`src/rtl/spi_m3_pkg.sv`:
```
package spi_m3_pkg;
  typedef enum logic [2:0] {
    ST_IDLE = 3'd0,
    ST_LEAD = 3'd1,
    ST_LOW  = 3'd2,
    ST_HIGH = 3'd3,
    ST_TAIL = 3'd4
  } spi_st_e;

  localparam int MIN_FRAME = 4;
endpackage

```
`src/rtl/spi_m3_rstsync.sv`:
```
module spi_m3_rstsync #(
  parameter int STAGES = 2
) (
  input  logic clk,
  input  logic rst_n,
  output logic rst_ns
);
  logic [STAGES-1:0] sync_q;

  always_ff @(posedge clk or negedge rst_n) begin
    if (!rst_n) sync_q <= '0;
    else        sync_q <= {sync_q[STAGES-2:0], 1'b1};
  end

  assign rst_ns = sync_q[STAGES-1];
endmodule

```
`src/rtl/spi_m3_fifo.sv`:
```
module spi_m3_fifo #(
  parameter int W     = 16,
  parameter int DEPTH = 8
) (
  input  logic         clk,
  input  logic         rst_n,
  input  logic         push,
  input  logic [W-1:0] din,
  input  logic         pop,
  output logic [W-1:0] dout,
  output logic         empty,
  output logic         full
);
  localparam int AW = (DEPTH > 1) ? $clog2(DEPTH) : 1;
  localparam int CW = $clog2(DEPTH + 1);

  logic [W-1:0]  mem [DEPTH];
  logic [AW-1:0] wr_q, wr_d, rd_q, rd_d;
  logic [CW-1:0] cnt_q, cnt_d;
  logic          wr_en, rd_en;

  function automatic logic [AW-1:0] wrap_inc(input logic [AW-1:0] p);
    return (p == AW'(DEPTH - 1)) ? '0 : p + AW'(1);
  endfunction

  assign empty = (cnt_q == '0);
  assign full  = (cnt_q == CW'(DEPTH));
  assign wr_en = push && !full;
  assign rd_en = pop && !empty;
  assign dout  = mem[rd_q];

  always_comb begin
    wr_d  = wr_en ? wrap_inc(wr_q) : wr_q;
    rd_d  = rd_en ? wrap_inc(rd_q) : rd_q;
    cnt_d = cnt_q;
    if (wr_en && !rd_en)      cnt_d = cnt_q + CW'(1);
    else if (!wr_en && rd_en) cnt_d = cnt_q - CW'(1);
  end

  always_ff @(posedge clk or negedge rst_n) begin
    if (!rst_n) begin
      wr_q  <= '0;
      rd_q  <= '0;
      cnt_q <= '0;
    end else begin
      wr_q  <= wr_d;
      rd_q  <= rd_d;
      cnt_q <= cnt_d;
    end
  end

  always_ff @(posedge clk) begin
    if (wr_en) mem[wr_q] <= din;
  end
endmodule

```
`src/rtl/spi_m3_htimer.sv`:
```
module spi_m3_htimer #(
  parameter int DIV_W = 8
) (
  input  logic             clk,
  input  logic             rst_n,
  input  logic             run,
  input  logic             restart,
  input  logic [DIV_W-1:0] reload,
  output logic             tick
);
  logic [DIV_W-1:0] cnt_q, cnt_d;

  assign tick = run && (cnt_q == '0);

  always_comb begin
    cnt_d = cnt_q;
    if (restart || tick) cnt_d = reload - DIV_W'(1);
    else if (run)        cnt_d = cnt_q - DIV_W'(1);
  end

  always_ff @(posedge clk or negedge rst_n) begin
    if (!rst_n) cnt_q <= '0;
    else        cnt_q <= cnt_d;
  end
endmodule

```
`src/rtl/spi_m3_engine.sv`:
```
module spi_m3_engine
  import spi_m3_pkg::*;
#(
  parameter int DW    = 16,
  parameter int DIV_W = 8,
  parameter int FS_W  = 5
) (
  input  logic             clk,
  input  logic             rst_n,
  input  logic             en,
  input  logic [DIV_W-1:0] div,
  input  logic [FS_W-1:0]  fsize,
  input  logic [DW-1:0]    head,
  input  logic             empty,
  input  logic             miso,
  input  logic             tick,
  output logic             pop,
  output logic             restart,
  output logic             run,
  output logic [DIV_W-1:0] reload,
  output logic             sck,
  output logic             ssel_n,
  output logic             mosi,
  output logic             mosi_oe,
  output logic [DW-1:0]    rx_data,
  output logic             rx_valid
);
  spi_st_e          st_q, st_d;
  logic             sck_q, sck_d, ssel_q, ssel_d, oe_q, oe_d, mosi_q, mosi_d;
  logic [DW-1:0]    txsh_q, txsh_d, rxsh_q, rxsh_d, rxd_q, rxd_d;
  logic             rxv_q, rxv_d;
  logic [FS_W-1:0]  bits_q, bits_d;
  logic [DIV_W-1:0] hdiv_q, hdiv_d;
  logic [FS_W-1:0]  fs_cl;
  logic [DIV_W-1:0] div_cl;
  logic [DW-1:0]    aligned;
  logic [DW-1:0]    rx_shift;
  logic             start_ok;
  logic             sh_en, rxd_en;

  assign fs_cl    = (fsize < FS_W'(MIN_FRAME)) ? FS_W'(MIN_FRAME) :
                    (fsize > FS_W'(DW))        ? FS_W'(DW) : fsize;
  assign div_cl   = (div == '0) ? DIV_W'(1) : div;
  assign aligned  = head << (FS_W'(DW) - fs_cl);
  assign rx_shift = {rxsh_q[DW-2:0], miso};
  assign start_ok = en && !empty;
  assign run      = (st_q != ST_IDLE);
  assign reload   = pop ? div_cl : hdiv_q;

  always_comb begin
    st_d    = st_q;
    sck_d   = sck_q;
    ssel_d  = ssel_q;
    oe_d    = oe_q;
    mosi_d  = mosi_q;
    txsh_d  = txsh_q;
    rxsh_d  = rxsh_q;
    rxd_d   = rxd_q;
    rxv_d   = 1'b0;
    bits_d  = bits_q;
    hdiv_d  = hdiv_q;
    pop     = 1'b0;
    restart = 1'b0;
    case (st_q)
      ST_IDLE: begin
        if (start_ok) begin
          pop     = 1'b1;
          restart = 1'b1;
          hdiv_d  = div_cl;
          txsh_d  = aligned;
          bits_d  = fs_cl;
          rxsh_d  = '0;
          ssel_d  = 1'b0;
          oe_d    = 1'b1;
          mosi_d  = 1'b0;
          st_d    = ST_LEAD;
        end
      end
      ST_LEAD: begin
        if (tick) begin
          sck_d  = 1'b0;
          mosi_d = txsh_q[DW-1];
          txsh_d = txsh_q << 1;
          bits_d = bits_q - FS_W'(1);
          st_d   = ST_LOW;
        end
      end
      ST_LOW: begin
        if (tick) begin
          sck_d  = 1'b1;
          rxsh_d = rx_shift;
          if (bits_q == '0) begin
            rxd_d = rx_shift;
            rxv_d = 1'b1;
          end
          st_d = ST_HIGH;
        end
      end
      ST_HIGH: begin
        if (tick) begin
          if (bits_q != '0) begin
            sck_d  = 1'b0;
            mosi_d = txsh_q[DW-1];
            txsh_d = txsh_q << 1;
            bits_d = bits_q - FS_W'(1);
            st_d   = ST_LOW;
          end else if (start_ok) begin
            pop    = 1'b1;
            hdiv_d = div_cl;
            sck_d  = 1'b0;
            mosi_d = aligned[DW-1];
            txsh_d = aligned << 1;
            bits_d = fs_cl - FS_W'(1);
            rxsh_d = '0;
            st_d   = ST_LOW;
          end else begin
            st_d = ST_TAIL;
          end
        end
      end
      ST_TAIL: begin
        if (tick) begin
          ssel_d = 1'b1;
          oe_d   = 1'b0;
          mosi_d = 1'b0;
          st_d   = ST_IDLE;
        end
      end
      default: st_d = ST_IDLE;
    endcase
  end

  assign sh_en  = (st_q != ST_IDLE) || start_ok;
  assign rxd_en = rxv_d;

  always_ff @(posedge clk or negedge rst_n) begin
    if (!rst_n) begin
      st_q   <= ST_IDLE;
      sck_q  <= 1'b1;
      ssel_q <= 1'b1;
      oe_q   <= 1'b0;
      mosi_q <= 1'b0;
      rxv_q  <= 1'b0;
      bits_q <= '0;
      hdiv_q <= DIV_W'(1);
    end else begin
      st_q   <= st_d;
      sck_q  <= sck_d;
      ssel_q <= ssel_d;
      oe_q   <= oe_d;
      mosi_q <= mosi_d;
      rxv_q  <= rxv_d;
      bits_q <= bits_d;
      hdiv_q <= hdiv_d;
    end
  end

  always_ff @(posedge clk or negedge rst_n) begin
    if (!rst_n) begin
      txsh_q <= '0;
      rxsh_q <= '0;
      rxd_q  <= '0;
    end else begin
      if (sh_en)  txsh_q <= txsh_d;
      if (sh_en)  rxsh_q <= rxsh_d;
      if (rxd_en) rxd_q  <= rxd_d;
    end
  end

  assign sck      = sck_q;
  assign ssel_n   = ssel_q;
  assign mosi     = mosi_q;
  assign mosi_oe  = oe_q;
  assign rx_data  = rxd_q;
  assign rx_valid = rxv_q;
endmodule

```
`src/rtl/spi_m3_master.sv`:
```
module spi_m3_master #(
  parameter int DW    = 16,
  parameter int DEPTH = 8,
  parameter int DIV_W = 8,
  parameter int FS_W  = 5
) (
  input  logic             clk,
  input  logic             rst_n,
  input  logic             en,
  input  logic [DIV_W-1:0] div,
  input  logic [FS_W-1:0]  fsize,
  input  logic [DW-1:0]    tx_data,
  input  logic             tx_push,
  output logic             tx_full,
  output logic             tx_empty,
  output logic [DW-1:0]    rx_data,
  output logic             rx_valid,
  output logic             busy,
  output logic             sck,
  output logic             ssel_n,
  output logic             mosi,
  output logic             mosi_oe,
  input  logic             miso
);
  logic             rst_ns;
  logic [DW-1:0]    head;
  logic             pop, restart, run, tick;
  logic [DIV_W-1:0] reload;

  spi_m3_rstsync #(.STAGES(2)) u_rst (
    .clk    (clk),
    .rst_n  (rst_n),
    .rst_ns (rst_ns)
  );

  spi_m3_fifo #(.W(DW), .DEPTH(DEPTH)) u_fifo (
    .clk   (clk),
    .rst_n (rst_ns),
    .push  (tx_push),
    .din   (tx_data),
    .pop   (pop),
    .dout  (head),
    .empty (tx_empty),
    .full  (tx_full)
  );

  spi_m3_htimer #(.DIV_W(DIV_W)) u_tmr (
    .clk     (clk),
    .rst_n   (rst_ns),
    .run     (run),
    .restart (restart),
    .reload  (reload),
    .tick    (tick)
  );

  spi_m3_engine #(.DW(DW), .DIV_W(DIV_W), .FS_W(FS_W)) u_eng (
    .clk      (clk),
    .rst_n    (rst_ns),
    .en       (en),
    .div      (div),
    .fsize    (fsize),
    .head     (head),
    .empty    (tx_empty),
    .miso     (miso),
    .tick     (tick),
    .pop      (pop),
    .restart  (restart),
    .run      (run),
    .reload   (reload),
    .sck      (sck),
    .ssel_n   (ssel_n),
    .mosi     (mosi),
    .mosi_oe  (mosi_oe),
    .rx_data  (rx_data),
    .rx_valid (rx_valid)
  );

  assign busy = ~ssel_n;
endmodule

```
`config.mk`:
```
export PLATFORM = sky130hd
export DESIGN_NAME = spi_m3_master
export DESIGN_NICKNAME = d
export VERILOG_FILES = /design/src/rtl/spi_m3_pkg.sv /design/src/rtl/spi_m3_rstsync.sv /design/src/rtl/spi_m3_fifo.sv /design/src/rtl/spi_m3_htimer.sv /design/src/rtl/spi_m3_engine.sv /design/src/rtl/spi_m3_master.sv
export SDC_FILE = /design/constraint.sdc
export NUM_CORES = 1
export LEC_CHECK = 0
export ABC_AREA = 1
export BUFFER_PORTS_ARGS = -buffer_cell sky130_fd_sc_hd__clkbuf_2
export CAP_MARGIN = 20
export CORE_MARGIN = 1.5
export CORE_UTILIZATION = 52
export CTS_CLUSTER_SIZE = 14
export DETAILED_ROUTE_END_ITERATION = 6
export PLACE_DENSITY_LB_ADDON = 0.25
export SLEW_MARGIN = 5
export SYNTH_ARGS = -nofsm -noshare
export SYNTH_HDL_FRONTEND = slang
export SYNTH_HIERARCHICAL = 1
export SYNTH_SLANG_ARGS = --single-unit
```
`constraint.sdc`:
```
create_clock -name clk -period 3.6 [get_ports clk]
set_input_delay 0.54 -clock clk [delete_from_list [all_inputs] [get_ports clk]]
set_output_delay 0.54 -clock clk [all_outputs]
set_load 0.01 [all_outputs]
```
==> results of run 1 <==
stage by stage:
step / total power, mW / hold slack (ns) / cell area (um^2)
finish: 10.0 / 0.249 / 12400
global route: 10.8 / 0.245 / 12400
CTS: 10.1 / 0.234 / 12400
detailed placement: 7.58 / 0.327 / 11600
global placement: 7.49 / 0.326 / 11600
floorplan: 6.68 / 0.244 / 11100
layout make-up:
class	count	share of cell area, %
flip-flops and latches	216	48.8
well taps	275	2.77
clock buffers	26	5.07
repair buffers	78	3.69
clock inverters	20	1.42
inverters	166	5.02
multi-input cells	911	33.3
critical path: stages, from the launching register on:
cell     delay [ns]
dfrtp_1        0.43
inv_2          0.10
nand2_1        0.09
nor2_2         0.14
inv_2          0.08
nand3_1        0.12
inv_1          0.06
nand2_2        0.20
inv_1          0.13
nor2_2         0.21
nor2_1         0.08
nand2_2        0.09
inv_1          0.11
nand2_1        0.16
ha_1           0.19
inv_1          0.09
ha_1           0.31
or2_2          0.31
nand2_1        0.07
nand2_1        0.05
nand3_1        0.06
nand2_1        0.05
placed cells by master, fill, tap and decap left out, types with 2 or more instances in the layout:
master	count
a21oi_1	18
a31oi_1	2
buf_4	19
bufinv_16	2
clkbuf_16	25
clkbuf_2	57
clkinv_1	8
clkinv_2	6
clkinv_4	3
clkinvlp_4	2
dfrtp_1	83
dfrtp_4	2
dfstp_2	3
edfxtp_1	128
ha_1	9
inv_1	157
inv_2	6
nand2_1	442
nand2_2	10
nand2_4	5
nand3_1	129
nand3_2	2
nand3b_1	3
nand4_1	4
nor2_1	166
nor2_2	10
nor2_4	4
nor3_1	3
nor3_2	9
o21ai_0	38
o21ai_1	29
o22ai_1	5
or2_2	2
xnor2_1	3
xor2_1	3
power breakdown:
part	switching, mW	leakage [nW]	total, mW	internal, mW
Sequential	0.376	2.27	3.60	3.22
Combinational	2.65	3.22	3.97	1.32
Clock	1.02	0.396	2.45	1.43
worst paths after layout:
kind | startpoint | end | cells after the start
worst min-delay path | miso | u_eng/rx_data[0] | 3
worst min register to register | u_rst/sync_q[0] | u_rst/sync_q[1] | 0
max in group asynchronous | u_rst/sync_q[1] | u_eng/txsh_q[12] | 1
worst max-delay path | u_eng/st_q[0] | u_fifo/cnt_q[3] | 21
worst max register to register | u_eng/st_q[0] | u_fifo/cnt_q[3] | 21
min in group asynchronous | rst_n | u_rst/sync_q[0] | 2
layer usage:
| layer | vias to the layer above | GRT usage, % | share of wire (%) |
|---|---|---|---|
| met5 | - | 0 | 0 |
| met4 | 0 | 6.39 | 2.3 |
| met3 | 36 | 2.66 | 4.6 |
| met2 | 196 | 36.3 | 47 |
| met1 | 4032 | 30.0 | 46 |
| li1 | 4390 | - | - |
state kept, by name, summed over array words and instances, names as in the netlist:
register	flops
u_eng/sck	1
u_tmr/cnt_q	8
u_fifo/rd_q	3
u_eng/txsh_q	16
u_eng/hdiv_q	8
u_eng/mosi_oe	1
u_fifo/cnt_q	4
u_eng/mosi	1
u_rst/sync_q	2
u_eng/st_q	3
u_eng/rxsh_q	15
u_eng/ssel_n	1
u_eng/rx_valid	1
u_fifo/mem	128
u_fifo/wr_q	3
u_eng/bits_q	5
u_eng/rx_data	16
cell families (layout without fill, tap and decap cells):
family,Yosys count,after routing
AND/OR/NAND/NOR,795,795
buffers and inverters,220,290
flip-flops,216,216
AO/OA/AOI/OAI,99,99
adder cells (fa/ha/maj),10,10
XOR/XNOR,6,6
other,1,1
repair_timing:
action	in CTS	in global routing
endpoints found under the hold margin	2	0
gates resized for setup	0	1
setup endpoints to repair	0	1
hold buffers	1	0
==> results by stage, run 1 <==
Finish:
- The combined flip-flop and latch cell area is roughly 0.006 mm^2.
- After filler insertion, the fill cell instance count of the layout stands at approximately 1900.
- The post-layout net count is 1442.
- Relative to the synthesized area, the layout overhead comes to 12.3%.
- The multi-input combinational cells in the finished layout cover a total of between 0.004 and 0.005 mm^2.
- The post-route netlist has about an eighth of its cells at a drive strength greater than 1.
- The antenna cell count is 0.
- The post-route non-filler standard cell count is roughly 1700.
- The share of the core filled with cells in the final layout is between 50% and 60%.

Yosys:
- The fraction of the mapped netlist area in simple logic gates is ~30%.
- In the synthesized netlist, the cells that appear most often are 442 x nand2_1, 167 x nor2_1, 157 x inv_1.
- By area the synthesized netlist is led by edfxtp_1 35%, dfrtp_1 19%, nand2_1 15%, nand3_1 5.8%, nor2_1 5.7%.
- The number of library cell types mapped by synthesis is 47.
- The average cell area after synthesis is 8.21 um^2.
- The total nets after synthesis is roughly 1400.
- The largest family of logic cells by synthesized area is simple AND/OR/NAND/NOR gates.
- The top cell type's share of synthesized area is 34.7%.
- Summed over all instances, the cell type with the most area after synthesis is edfxtp_1.
- The share of synthesized registers carrying an async set or reset is about two fifths.
- The dominant cell by count in the synthesized netlist is nand2_1.
- Of the total synthesized cell area, the portion taken by XOR and XNOR cells is 0.475%.
- In the synthesized netlist the dominant register cell turns out to be edfxtp_1.
- After Yosys synthesis, full adders, half adders and majority gates account for roughly 1.2% of the synthesized area.
- The synthesized design contains roughly 130 enable-type register cells.
- After technology mapping, the gate count stands at roughly 1300.
- The number of synthesized register bits is between 200 and 250.
- The post-synthesis compound-gate area fraction is under 10%.
- The number of synthesis warnings is 6.
- The sequential area share after synthesis is between 50% and 60%.
- After synthesis the cells add up to about 0.011 mm^2.
- The multiplexer share of the synthesized area is 0%.

STA:
- Timing would allow up to approximately 310 MHz.
- Setup repair after global routing left no endpoint under its margin.
- The worst path uses roughly nine tenths of the clock period.
- The number of hold violations in the final report is 0.
- The post-route worst setup slack is around 0.35 ns.
- In the final timing run, aggregate negative setup slack is 0 ns.
- The clock arrives with about 0.022 ns of skew.
- The worst pin sits at a relative slew slack of between 30% and 40%.
- The time the final worst path needs with I/O delays and setup is ~3.3 ns.
- The slew of the pin with the lowest slew margin is 0.946 ns.
- The number of max-slew violations in the final report was 0.
- The number of endpoints failing setup at the final stage is 0.

GRT:
- The aggregate global routing overflow is 0.
- The global-route wire length before repair is around 39000 um.
- The number of global-route vias before repair is approximately 8000.
- The maximum number of pins on one net before global-route repair is between 70 and 80.
- For this run, the total global-route usage over all layers was measured as a little over a fifth.
- The initial antenna violation count is 0.

Floorplan:
- slightly below 60 I/O pins were placed.
- Measured along the x axis, the die boundary spans about 150 um.
- The height of the chip is 149 um.
- The area of the die is between 0.02 and 0.025 mm^2.
- Once the floorplan was initialized, standard cells occupied 52.8% of the core.
- After floorplanning, the core was divided into between 50 and 60 placement rows.
- The region available for standard cell placement spans about 0.021 mm^2.

Clock tree:
- In this run the number of H-tree levels came out at 1.
- CTS saw 216 sinks.
- The buffers inserted during post-CTS setup optimization is 0.
- No sink is reached through more buffers than the 3 on the longest clock path.
- The root buffer cell chosen for the clock tree is clkbuf_16.
- The TritonCTS clock tree is built.
- After clock tree synthesis, the clock-pin slew on the worst setup and hold paths is 0.06 ns.
- Clock latency on the worst-skew pair, taken at its later pin, is 0.54 ns.
- In this run, CTS created clock tree buffers numbering 25.

Drt:
- The count of unresolved DRC violations after routing is 0.
- After detailed routing, the number of vias per cell comes to around 5.1.
- The first TritonRoute pass finished after 5 iterations.
- Detailed routing inserted a total of slightly below 9000 vias.
- After detailed routing, the average wire length per cell comes to 13.8 um.
- Summed over all layers, the routed wires come to 23400 um.
- The initial DRC count is 666.
- The count of nets left with antenna violations once routing finished came out at 0.

Place:
- Prior to clock tree synthesis, the placed netlist has a worst setup slack of 0.278 ns.
- The post-DP HPWL is approximately 15000 um.
- The number of placed instances, taps included is approximately 1600.
- Routability-driven placement finished with a final weighted congestion of about 0.87.
- In this run the tool buffered the top-level ports with 57 buffer cells.

Pwr:
- The total power divided by cell area is around 800 mW/mm^2.
- The peak ir drop on the vdd network is 457 uV.
- The leakage component of the power is slightly below 6 nW.

Setup path:
- The required time of the worst setup path is slightly above 4 ns.
- At the worst endpoint, the arrival time is about 3.7 ns.
- The startpoint kind of the worst setup timing path is a flip-flop.
- In this run the worst path has a maximum fanout of 11.
- The critical path in this run is classified as reg -> reg.
- The internal reg-to-reg setup slack is roughly 0.35 ns.
- STA classifies the critical path endpoint as a flip-flop.

Flow run:
- The tool flagged a number of max-cap violations equal to 0.

Hold path:
- The worst hold path belongs to the class in -> reg.

Run status:
- The run finished with clean final reports.
Note: power is estimated with default switching activity, not from simulation.
==> run 2, diff against run 1 <==
CORE_MARGIN = unset   (was 1.5)
==> run 2 against run 1 <==
  * Non-clock buffer count is 3 higher
  * Register-to-register slack better by 0.11 ns
  * Sequential share of layout area is essentially flat
  * Via count down 0.32%
  * Power rose by 0.15%
  * Critical path depth unchanged
  * Maximum frequency increased by 3.5%
  * Critical endpoint unchanged
  * Largest power group unchanged
==> results by stage, run 2 (synthesized netlist as in run 1, its figures left out) <==
Place:
- The count of buffers inserted at the top-level ports is between 50 and 60.
- The post-DP HPWL is approximately 15000 um.
- The last weighted congestion value of the routability-driven placer is about 0.89.

Clock tree:
- The tree is rooted in a clkbuf_16.
- The number of CTS-inserted buffers is 24.
- The longest clock path from root to sink contains 3 buffers.
- The H-tree depth reported by CTS is 1.
- The buffers inserted during post-CTS setup optimization is 0.
- The clock transition at the registers of the reported paths is about 0.060 ns.
- The number of clock sinks is roughly 220.
- TritonCTS built the clock tree.
- The later pin in the worst-skew pair is clocked with a latency of between 0.5 and 0.6 ns.
- The number of cells upsized or downsized after cts is 0.

Pwr:
- In this run the power density over the cells is 808 mW/mm^2.
- The peak ir drop on the vdd network is 587 uV.
- The leakage component of the power is a little under 6 nW.

STA:
- In the finished design, the share of the clock period the worst path needs comes to 87.3%.
- Derived from the worst setup path, the maximum achievable clock frequency is approximately 320 MHz.
- The number of hold violations in the final report is 0.
- Between clock sinks in the finished design, the worst skew comes to between 0.03 and 0.04 ns.
- For the pin with the worst max-slew slack, the measured transition is between 0.9 and 1 ns.
- The number of max-slew violations in the final report was 0.
- The tightest slew margin relative to the limit is a little under two fifths.
- On the final layout, the worst hold slack is approximately 0.25 ns.
- Setup violations remaining at the end of the flow were counted as 0.
- The time the final worst path needs with I/O delays and setup is 3.14 ns.
- The aggregate negative setup slack is 0 ns.
- Setup repair after global routing left no endpoint under its margin.

Floorplan:
- For this configuration, the core starts out at a cell density of between 50% and 60%.
- The die is 148 um wide.
- between 50 and 60 I/O pins were placed.
- After floorplanning, the core was divided into 52 placement rows.
- The floorplan step defined a die boundary enclosing around 0.022 mm^2.
- The height of the chip is around 150 um.
- The area of the core is ~0.02 mm^2.

Drt:
- The routed length per placed instance is between 10 and 15 um.
- The first-pass iteration count of the detailed router is 5.
- The via density per instance is between 5 and 6.
- Summing over every cut layer, the via total after detailed routing is between 8000 and 9000.
- The initial DRC count is just over 700.
- The final routed wirelength across all metal layers is 23700 um.
- The count of nets left with antenna violations once routing finished came out at 0.
- After detailed routing, the number of remaining DRC violations is 0.

Setup path:
- Traced cell by cell, the critical path runs through inv_2 > nand2_1 > nor2_2 > inv_2 > nand3_1 > inv_1 > nand2_2 > inv_1 > nor2_1 > nor2_1 > nand2_2 > inv_1 > nand2_1 > ha_1 > inv_1 > ha_1 > or2_2 > nand2_1 > nand2_1 > nand3_1 > nand2_1.
- In this run the worst path has a maximum fanout of 7.
- The longest individual stage delay on the worst path is approximately 0.44 ns.
- The slowest stage of the critical path is the dfrtp_1 cell.
- Counting stages on the worst path, the most repeated cell is nand2_1.
- The endpoint kind of the worst setup timing path is a flip-flop.
- The worst setup path is of the reg -> reg kind.
- The worst setup path is launched from a flip-flop.
- The data arrival time of the critical path is approximately 3.6 ns.
- For the worst setup path, the data required time is roughly 4.0 ns.

Finish:
- Cells with a size suffix above 1 make up about an eighth of the layout.
- The antenna cell count is 0.
- The post-layout net count is 1444.
- In the layout the commonest cells are 442 x nand2_1, 167 x nor2_1, 157 x inv_1.
- The register with the most flip-flops in the layout has between 100 and 150 of them.
- The area growth from synthesis to layout is 12.3%.
- Ranked by flip-flop count, first place goes to u_fifo/mem.
- The number of inserted filler cells in the final layout is between 1500 and 2000.
- Leaving out fill and tap cells, the most frequent cell in the layout is nand2_1.

GRT:
- The initial antenna violation count was 0.
- The global-route wire length before repair is slightly below 40000 um.
- The total routing usage reported by global routing is 22.3%.
- After global routing the overflow that remains totals 0.
- The maximum number of pins on one net before global-route repair is 72.
- The number of global-route vias before repair is a little under 8000.

Hold path:
- The path class of the tightest hold or removal check is in -> reg.

Run status:
- The run finished with clean final reports.

Flow run:
- The number of maximum-capacitance violations is 0.
[run 2: final cells by class]
cell class | count | area, um^2 | share of cell area (%)
timing repair buffer | 81 | 480 | 3.87
inverter | 166 | 623 | 5.01
multi-input combinational | 911 | 4130 | 33.2
clock inverter | 12 | 138 | 1.11
clock buffer | 32 | 661 | 5.32
tap | 270 | 338 | 2.72
sequential | 216 | 6060 | 48.7
[run 2: path summary, 6_finish.rpt]
kind	start	endpoint	slack [ns]	cells after the start
setup / recovery	u_eng/st_q[0]	u_fifo/cnt_q[3]	0.46	21
hold / removal	miso	u_eng/rx_data[0]	0.25	3
setup reg to reg	u_eng/st_q[0]	u_fifo/cnt_q[3]	0.46	21
hold reg to reg	u_rst/sync_q[0]	u_rst/sync_q[1]	0.37	0
max in group asynchronous	u_rst/sync_q[1]	u_eng/sck	2.24	1
min in group asynchronous	rst_n	u_rst/sync_q[0]	0.32	2
[run 2: routing by layer]
metal	routed length (um)	vias up	GRT usage, %
met5	0	-	0
li1	-	4393	-
met2	11200	243	37.3
met1	10600	3949	30.4
met3	1320	41	2.93
met4	551	0	6.19
[run 2: per-stage QoR]
stage	power, mW	setup slack (ns)	utilization [%]	instance area [um^2]	cells
after floorplan	6.68	0.558	-	11100	1347
after global placement	7.51	0.552	56.5	11600	1643
after detailed placement	7.60	0.430	56.5	11600	1643
after CTS	10.1	0.441	60.4	12400	1688
after global routing	10.8	0.140	60.4	12400	1688
final	10.0	0.458	60.4	12400	1688
[run 2: timing repair]
action / 4_1_cts / 5_1_grt
endpoints found under the hold margin: 2 / 0
setup endpoints to repair: 0 / 0
hold buffers: 1 / 0
[run 2: where the power goes]
part | total (mW) | switching [mW] | internal (mW)
Clock | 2.43 | 0.992 | 1.44
Sequential | 3.57 | 0.347 | 3.22
Combinational | 4.03 | 2.71 | 1.33
Total | 10.0 | 4.04 | 5.99
[run 2: critical path, delay by kind of cell (launching register included)]
kind | cells | cell delay, ns
buffers and inverters | 6 | 0.51
adders and majority gates | 2 | 0.50
and+or+nand+nor | 13 | 1.61
DFF | 1 | 0.44
==> run 3, diff against run 2 <==
clock period = 2.59 ns   (was 3.6 ns; I/O delays follow)
==> run 3 against run 2 <==
  * Final area rose by 3.0%
  * Setup slack got worse by 0.32 ns
  * First-iteration DRC count down 31%
  * Maximum frequency up 28%
  * Non-clock buffer count increased by 28
  * Combinational power increased by 50%
  * Power increased by 42%
  * Critical path type unchanged
==> results by stage, run 3 (synthesized netlist as in run 1, its figures left out) <==
GRT:
- The number of global-route vias before repair came to around 8000.
- The global-route wire length before repair is 38900 um.
- For met3 alone, demand over resource in global routing was 2.87%.
- Summed over all layers, the global routing overflow is 0.
- The initial antenna violation count is 0.
- met2 is the most crowded layer.
- The total routing usage reported by global routing is between 20 and 25%.
- The maximum number of pins on one net before global-route repair is between 60 and 70.
- Global routing used a little under two fifths of the available met2 tracks.
- Global routing used a little under a third of the available met1 tracks.

STA:
- In this run the tightest slew margin relative to its limit is about half.
- The number of endpoints failing setup at the final stage is 0.
- In the final timing run, aggregate negative setup slack is 0 ns.
- Of the available clock period, the critical path in the final layout requires between 90% and 100%.
- The number of max-slew violations in the final report is 0.
- The worst clock skew on the final layout is 0.0106 ns.
- Subtracting the final worst setup slack from the clock period gives approximately 2.5 ns.
- At the pin with the least slew margin, the transition time is 0.772 ns.
- Based on the critical path, the design can be clocked at up to about 410 MHz.
- The tightest hold path in the finished design has a slack of 0.112 ns.
- The number of hold violations in the final report came to 0.

Setup path:
- The worst register-to-register path begins at u_eng/st_q[1].
- The worst register-to-register path ends at u_fifo/cnt_q[2].
- The worst setup path is of the reg -> reg kind.
- The worst register-to-register path has a depth of 18.
- The critical path ends at u_fifo/cnt_q[2].
- The start point of the critical path is u_eng/st_q[1].
- The data arrival time of the critical path is about 2.9 ns.
- The worst setup path is launched from a flip-flop.
- The worst setup path is captured at a flip-flop.
- The largest fanout on the critical path is 7.
- The required time of the worst setup path is roughly 3 ns.
- The worst register-to-register path has a setup slack of ~0.14 ns.

Drt:
- After the first detailed-routing iteration, the DRC count stood at 493.
- The via density per instance is 5.03.
- The final routed wirelength across all metal layers is between 20000 and 25000 um.
- For this run, design rule violations remaining after detail routing come to 0.
- The number of nets still failing antenna checks after routing is 0.
- Dividing the detail-routed wire length by the instance count gives about 14 um.
- The routed via count is approximately 8600.
- The first-pass iteration count of the detailed router is 5.

Floorplan:
- For this design the top-level I/O count stands at 58.
- The initialized floorplan defines 52 standard-cell rows.
- The area of the die is around 0.022 mm^2.
- The die outline width is around 150 um.
- The effective utilization at floorplan is between 50 and 60%.
- The core region is 0.0206 mm^2.
- The height of the chip is 148 um.

Clock tree:
- The number of CTS-inserted buffers is 25.
- The H-tree depth reported by CTS is 1.
- The number of clock sinks is roughly 220.
- The TritonCTS clock tree is built.
- The clock latency on the worst-skew pair is about 0.54 ns.
- The clock transition at the registers of the reported paths is 0.06 ns.
- The cell sitting at the root of the clock tree is a clkbuf_16.
- The deepest clock path buffer count is 3.

Finish:
- The register with the most flip-flops is u_fifo/mem.
- After filler insertion, the fill cell instance count of the layout stands at between 1500 and 2000.
- The register with the most flip-flops in the layout has 128 of them.
- The combined flip-flop and latch cell area is between 0.006 and 0.007 mm^2.
- The final standard cell area without fillers is between 0.01 and 0.015 mm^2.
- The finished layout holds around 1700 standard cells, fillers aside.
- The share of final-layout standard cells stronger than drive strength 1 is roughly 15%.
- The area occupied by multi-input gates is roughly 0.0042 mm^2.
- The antenna cell count is 0.
- From synthesis to final layout, the design area changed by 15.7%.
- Leaving out fill and tap cells, the most frequent cell in the layout is nand2_1.
- In the layout the commonest cells are 439 x nand2_1, 165 x nor2_1, 152 x inv_1.
- The net count of the finished layout is ~1500.

Pwr:
- For this design the static power due to leakage is 6.05 nW.
- IR analysis of the VDD net gives a maximum drop of roughly 700 uV.
- For this design the ratio of total power to cell area is 1120 mW/mm^2.

Place:
- The number of placed instances, taps included is roughly 1700.
- The last weighted congestion value of the routability-driven placer is 0.922.
- Input and output buffers added on the ports amount to 57.
- The cell area after placement is approximately 0.012 mm^2.
- The post-DP HPWL is roughly 16000 um.

Hold path:
- The path class of the tightest hold or removal check is in -> reg.
- In this run the most critical hold path is launched from miso.

Run status:
- The flow ran to the end, and the final reports show no timing, DRC or antenna violations.

Flow run:
- The tool flagged a number of max-cap violations equal to 0.
## run 3: changes by cell type in the layout (fill, tap and decap cells not counted), sizes merged
| cell | before | now |
|---|---|---|
| buf | 23 | 51 |
| clkbuf | 89 | 94 |
| bufinv | 2 | 0 |
| clkinv | 11 | 9 |
| clkinvlp | 1 | 3 |
| inv | 164 | 163 |
## run 3: layer usage
layer,part of all wire [%],up-vias
li1,-,4443
met1,47,3975
met2,47,184
met3,4.3,31
met4,2.0,0
met5,0,-
## run 3: metrics by stage
stage	setup WS [ns]	power, mW	util (%)
2_1_floorplan	-0.0311	9.34	-
5_1_grt	-0.0446	15.4	62.2
3_3_place_gp	0.0921	10.7	57.5
4_1_cts	0.0242	14.2	61.5
3_5_place_dp	0.0374	10.8	57.5
6_report	0.137	14.3	62.2
## run 3: power by group
group	switching, mW	internal, mW	leakage (nW)	total, mW
clock network	1.39	1.99	0.395	3.39
registers	0.388	4.48	2.27	4.87
logic	3.95	2.10	3.38	6.04
total	5.73	8.57	6.05	14.3
## run 3: worst min-delay path by stage
stage / slack, ns / to / depth (start not counted)
6_report: 0.11 / u_eng/rx_data[0] / 3
5_1_grt: 0.11 / u_eng/rx_data[0] / 3
2_1_floorplan: 0.09 / u_rst/sync_q[0] / 0
3_5_place_dp: 0.18 / u_rst/sync_q[0] / 1
3_3_place_gp: 0.18 / u_rst/sync_q[0] / 1
4_1_cts: 0.09 / u_eng/rx_data[0] / 3
## run 3: cell type report
| type | count | area share [%] |
|---|---|---|
| tap | 270 | 2.64 |
| clock buffer | 37 | 5.80 |
| timing repair buffer | 109 | 5.72 |
| multi-input combinational | 911 | 33.0 |
| sequential | 216 | 47.3 |
| inverter | 166 | 4.98 |
| clock inverter | 9 | 0.528 |
## run 3: critical path, cell delays in order, from the launching register on
cell	delay, ns
dfrtp_1	0.39
inv_2	0.10
nand2_4	0.07
nor2_4	0.12
inv_4	0.06
nand3_4	0.09
inv_1	0.06
nand2_2	0.09
inv_4	0.05
nor2_4	0.13
nor2_2	0.05
nand2_2	0.11
inv_4	0.07
nand2_4	0.08
ha_4	0.14
inv_4	0.05
fa_1	0.38
xnor2_1	0.18
o21ai_0	0.10
## run 3: timing repair
item	4_1_cts	5_1_grt
endpoints found under the setup margin	0	9
hold buffers	1	0
endpoints found under the hold margin	2	0
buffers inserted	0	13
resized for setup	0	15
